**config.mk**
```make
export PLATFORM = sky130hd
export DESIGN_NAME = dac_dbuf_ctrl
export DESIGN_NICKNAME = d
export VERILOG_FILES = /design/src/rtl/dac_dbuf_pkg.sv /design/src/rtl/dbuf_sync.sv /design/src/rtl/dbuf_in_latch.sv /design/src/rtl/dbuf_dac_latch.sv /design/src/rtl/dac_dbuf_ctrl.sv
export SDC_FILE = /design/constraint.sdc
export NUM_CORES = 1
export LEC_CHECK = 0
export BUFFER_PORTS_ARGS = -buffer_cell sky130_fd_sc_hd__buf_2
export CORE_ASPECT_RATIO = 1.1
export CORE_MARGIN = 4
export CORE_UTILIZATION = 55
export DETAILED_ROUTE_END_ITERATION = 7
export GPL_TIMING_DRIVEN = 0
export HOLD_SLACK_MARGIN = 0.1
export PLACE_DENSITY_LB_ADDON = 0.15
export SYNTH_ARGS = -nofsm -noshare
export SYNTH_HDL_FRONTEND = slang
export SYNTH_SLANG_ARGS = --single-unit
```
**constraint.sdc**
```tcl
create_clock -name clk -period 3.85 [get_ports clk]
set_clock_uncertainty 0.05 [all_clocks]
set_input_delay 0.5775 -clock clk [delete_from_list [all_inputs] [get_ports clk]]
set_output_delay 0.5775 -clock clk [all_outputs]
set_load 0.05 [all_outputs]
```
**src/rtl/dac_dbuf_pkg.sv**
```systemverilog
package dac_dbuf_pkg;

    typedef enum logic [1:0] {
        ST_HOLD  = 2'd0,
        ST_TRACK = 2'd1,
        ST_DEFER = 2'd2
    } dac_st_e;

    localparam int CTL_W = 4;

endpackage

```
**src/rtl/dbuf_sync.sv**
```systemverilog
module dbuf_sync #(
    parameter int          W       = 1,
    parameter int          STAGES  = 2,
    parameter logic [W-1:0] RST_VAL = '0
) (
    input  logic         clk,
    input  logic         rst_n,
    input  logic [W-1:0] d,
    output logic [W-1:0] q
);
    logic [STAGES-1:0][W-1:0] stg;

    always_ff @(posedge clk or negedge rst_n) begin
        if (!rst_n) begin
            for (int i = 0; i < STAGES; i++) stg[i] <= RST_VAL;
        end else begin
            stg[0] <= d;
            for (int i = 1; i < STAGES; i++) stg[i] <= stg[i-1];
        end
    end

    assign q = stg[STAGES-1];
endmodule

```
**src/rtl/dbuf_in_latch.sv**
```systemverilog
module dbuf_in_latch #(
    parameter int W = 12
) (
    input  logic         clk,
    input  logic         rst_n,
    input  logic         wr_en,
    input  logic [W-1:0] d,
    output logic [W-1:0] q
);
    always_ff @(posedge clk or negedge rst_n) begin
        if (!rst_n)     q <= '0;
        else if (wr_en) q <= d;
    end
endmodule

```
**src/rtl/dbuf_dac_latch.sv**
```systemverilog
module dbuf_dac_latch
    import dac_dbuf_pkg::*;
#(
    parameter int W = 12
) (
    input  logic         clk,
    input  logic         rst_n,
    input  logic         ld_act,
    input  logic         wr_act,
    input  logic         clr_act,
    input  logic [W-1:0] din_s,
    input  logic [W-1:0] in_q,
    output logic [W-1:0] dac_q,
    output dac_st_e      state
);
    dac_st_e     state_nx;
    logic        open_c;
    logic [W-1:0] src_c;

    // State register
    always_ff @(posedge clk or negedge rst_n) begin
        if (!rst_n) state <= ST_HOLD;
        else        state <= state_nx;
    end

    // Transition logic
    always_comb begin
        state_nx = state;
        unique case (state)
            ST_HOLD:  if (ld_act) state_nx = ST_TRACK;
            ST_TRACK: if (!ld_act) state_nx = wr_act ? ST_DEFER : ST_HOLD;
            ST_DEFER: begin
                if (ld_act)       state_nx = ST_TRACK;
                else if (!wr_act) state_nx = ST_HOLD;
            end
            default:  state_nx = ST_HOLD;
        endcase
    end

    // Converter stage is open while load is active or until a pending capture
    assign open_c = ld_act || (state != ST_HOLD);
    // With both stages open, the bus flows straight through
    assign src_c  = wr_act ? din_s : in_q;

    // Output register
    always_ff @(posedge clk or negedge rst_n) begin
        if (!rst_n)       dac_q <= '0;
        else if (clr_act) dac_q <= '0;
        else if (open_c)  dac_q <= src_c;
    end
endmodule

```
**src/rtl/dac_dbuf_ctrl.sv**
```systemverilog
module dac_dbuf_ctrl
    import dac_dbuf_pkg::*;
#(
    parameter int DATA_W      = 12,
    parameter int SYNC_STAGES = 2
) (
    input  logic              clk,
    input  logic              rst_n,
    input  logic              cs_n,
    input  logic              wr_n,
    input  logic              ld_n,
    input  logic              clr_n,
    input  logic [DATA_W-1:0] din,
    output logic [DATA_W-1:0] dac_code,
    output logic              zero_ovr
);
    logic [CTL_W-1:0]  ctl_s;
    logic [DATA_W-1:0] din_s;
    logic [DATA_W-1:0] in_q;
    logic              cs_act, wr_act, ld_act, clr_act, wr_go;
    dac_st_e           dac_st;

    dbuf_sync #(.W(CTL_W), .STAGES(SYNC_STAGES), .RST_VAL({CTL_W{1'b1}})) u_ctl_sync (
        .clk(clk), .rst_n(rst_n), .d({cs_n, wr_n, ld_n, clr_n}), .q(ctl_s)
    );

    dbuf_sync #(.W(DATA_W), .STAGES(SYNC_STAGES), .RST_VAL('0)) u_dat_sync (
        .clk(clk), .rst_n(rst_n), .d(din), .q(din_s)
    );

    assign cs_act  = ~ctl_s[3];
    assign wr_act  = ~ctl_s[2];
    assign ld_act  = ~ctl_s[1];
    assign clr_act = ~ctl_s[0];
    assign wr_go   = cs_act & wr_act;

    dbuf_in_latch #(.W(DATA_W)) u_in (
        .clk(clk), .rst_n(rst_n), .wr_en(wr_go), .d(din_s), .q(in_q)
    );

    dbuf_dac_latch #(.W(DATA_W)) u_dac (
        .clk(clk), .rst_n(rst_n), .ld_act(ld_act), .wr_act(wr_go),
        .clr_act(clr_act), .din_s(din_s), .in_q(in_q),
        .dac_q(dac_code), .state(dac_st)
    );

    always_ff @(posedge clk or negedge rst_n) begin
        if (!rst_n) zero_ovr <= 1'b0;
        else        zero_ovr <= clr_act & wr_go & ld_act;
    end
endmodule

```
==> run metrics <==
Starting Density=0.591; number of flops mapped to enable cells by yosys=0; Root Driver=clkbuf_4; Crit path largest cell delay=0.38 ns; Crit Path Max Fanout=2; Async SR Flop Fraction=1.00; cts bufs inserted=9; post-route ant nets=0; share of layout cells above drive strength 1=0.504; Final min period=1.66 ns; FF-to-FF setup slack=2.43 ns; Post-DP Area=2040 um2; Startpoint Class=flop; fin. max-slew vios=0; Ys Warns=0; Setup TNS=0 ns; DP HPWL=1.77 mm; ys flop type=dfrtp_1; Final Cycle Share=0.431; syn avg cell area=19.9 um2; Crit Path Category=reg -> out; worst slew pin tran=1.20 ns; total gr overflow=0; LEAKAGE=1.10 nW; hold_buf cts=0; Post-synth top cells=dfrtp_1, a22o_1, mux2_4; CP Launch Point=u_dac.dac_q[9]; worst-path cell chain=buf_2; initial antenna violation count=0; cell taking the most area after synthesis=dfrtp_1; Area Overhead vs Synth=20.5%; FMAX=603 MHz; Inst Count DP=157; H-tree depth=3; vias in the first global route=1,006; Post-CTS Resized=0; status=complete, no violations; DR DRC count=0; WHS=0.243 ns; most frequent cell after synthesis=dfrtp_1; nets@finish=152; routability cong.=0.677; CTS tree=yes; Num Clock Sinks=59; Max-Cap Viols=0; Crit path max-delay family=flip-flops; Worst setup EP type=primary output; Post-CTS Setup Inserts=0; die height=68.8 um; die area=4350 um2; first-pass iteration count of the detailed router=2; WL per Instance=15.8 um; core area=3130 um2; row cnt=21; Critical Path Slowest Stage Cell=dfrtp_1; first-pass GRT wire length=4.70 mm; num ports=31; WP buf/inv=1; Pwr Density=627 nW/um2; Worst R2R Start=u_ctl_sync.q[3]; final setup vio count=0; RSZ-0062 raised after global routing=no; Max transition margin=0.202; RR Endpoint=u_dac.dac_q[5]; pin count of the biggest net entering global routing=60; Non-Filler Instances=173; sequential share of the synthesized area=0.805; Finished Cell Area=2220 um2; Worst R2R Path Depth=4; ranking of synthesized cells by area=dfrtp_1, dfstp_2, mux2_4; final hold viol count=0; synthesized net count=111; worst hold path class=in -> reg; synthesized area=1850 um2; Critical Path Sink=dac_code[9]; PortBufs=30; cell depth of the worst setup path=1; post-synthesis register bit count=59; Synth top area share=0.691; Yosys cell types=16; Routed WL=2.74 mm; die span in x=63.3 um; WP data arrival=1.03 ns; Vias per Instance=5.17; synthesized instance count=93; Clock Latency Late Sink=0.37 ns; number of antenna diodes=0; Via Count=895; Clock transition at path regs=0.10 ns; CP Data Required Time=3.22 ns; CTS Buffer Depth=2; initial drt markers=15; overall routing resource usage=0.153; worst vdd ir=0.000440 V
kinds of logic after synthesis:
| family | Yosys count | share of synthesized area |
|---|---|---|
| flip-flops | 59 | 0.805 |
| AO/OA/AOI/OAI | 13 | 0.0596 |
| multiplexers | 12 | 0.0915 |
| AND/OR/NAND/NOR | 5 | 0.0244 |
| buffers and inverters | 3 | 0.0149 |
| XOR/XNOR | 1 | 0.00474 |
flip-flops by register name (all words and copies together), names as in the netlist:
register and cells:
u_dac.dac_q 12, u_dat_sync.q 12, u_dat_sync.stg 12, u_in.q 12
u_ctl_sync.q 4, u_ctl_sync.stg 4, u_dac.state 2, zero_ovr 1
where the power goes:
part           leakage [nW]  internal [W]  total (W)  switching, W
registers             0.699      0.000673   0.000694     0.0000204
logic                 0.301     0.0000541   0.000148     0.0000940
clock network         0.100      0.000345   0.000552      0.000207
total                  1.10       0.00107    0.00139      0.000322
layer usage:
| layer | global-route usage | vias up | routed length, um |
|---|---|---|---|
| li1 | - | 410 | - |
| met1 | 0.169 | 452 | 1160 |
| met2 | 0.244 | 26 | 1320 |
| met3 | 0.0810 | 7 | 187 |
| met4 | 0.0809 | 0 | 62 |
| met5 | 0 | - | 0 |
metrics by stage:
| stage | setup WS [ns] | util | power, W |
|---|---|---|---|
| detailed placement | 2.13 | 0.652 | 0.000857 |
| floorplan | 2.48 | - | 0.000805 |
| CTS | 2.16 | 0.711 | 0.00141 |
| global placement | 2.19 | 0.652 | 0.000849 |
| finish | 2.19 | 0.711 | 0.00139 |
| global route | 2.12 | 0.711 | 0.00146 |
layout by cell type (no fill, tap or decap), drive strengths merged:
| master | instances |
|---|---|
| nor4 | 1 |
| mux2 | 12 |
| clkbuf | 11 |
| dfstp | 8 |
| nor2 | 1 |
| and3 | 1 |
| clkinv | 2 |
| xor2 | 1 |
| nor2b | 1 |
| dfrtp | 51 |
| buf | 33 |
| bufinv | 3 |
| a22o | 12 |
| a21oi | 1 |
| and4bb | 1 |
worst min-delay path by stage:
stage / cells past startpoint / slack, ns / start / endpoint
floorplan: 0 / 0.23 / rst_n / u_dac.dac_q[0]
global placement: 0 / 0.28 / u_dat_sync.stg[11] / u_dat_sync.q[11]
detailed placement: 0 / 0.29 / u_dat_sync.stg[1] / u_dat_sync.q[1]
CTS: 1 / 0.22 / ld_n / u_ctl_sync.stg[1]
global route: 1 / 0.20 / ld_n / u_ctl_sync.stg[1]
finish: 1 / 0.24 / din[3] / u_dat_sync.stg[3]
final cells by class:
type | count | area [um2]
clock inverter | 5 | 100
tap | 34 | 42.5
fill | 210 | 902
clock buffer | 11 | 85.1
sequential | 59 | 1490
buffer | 3 | 27.5
timing repair buffer | 30 | 150
multi-input combinational | 31 | 333
Power figures use the tool's default switching activity.
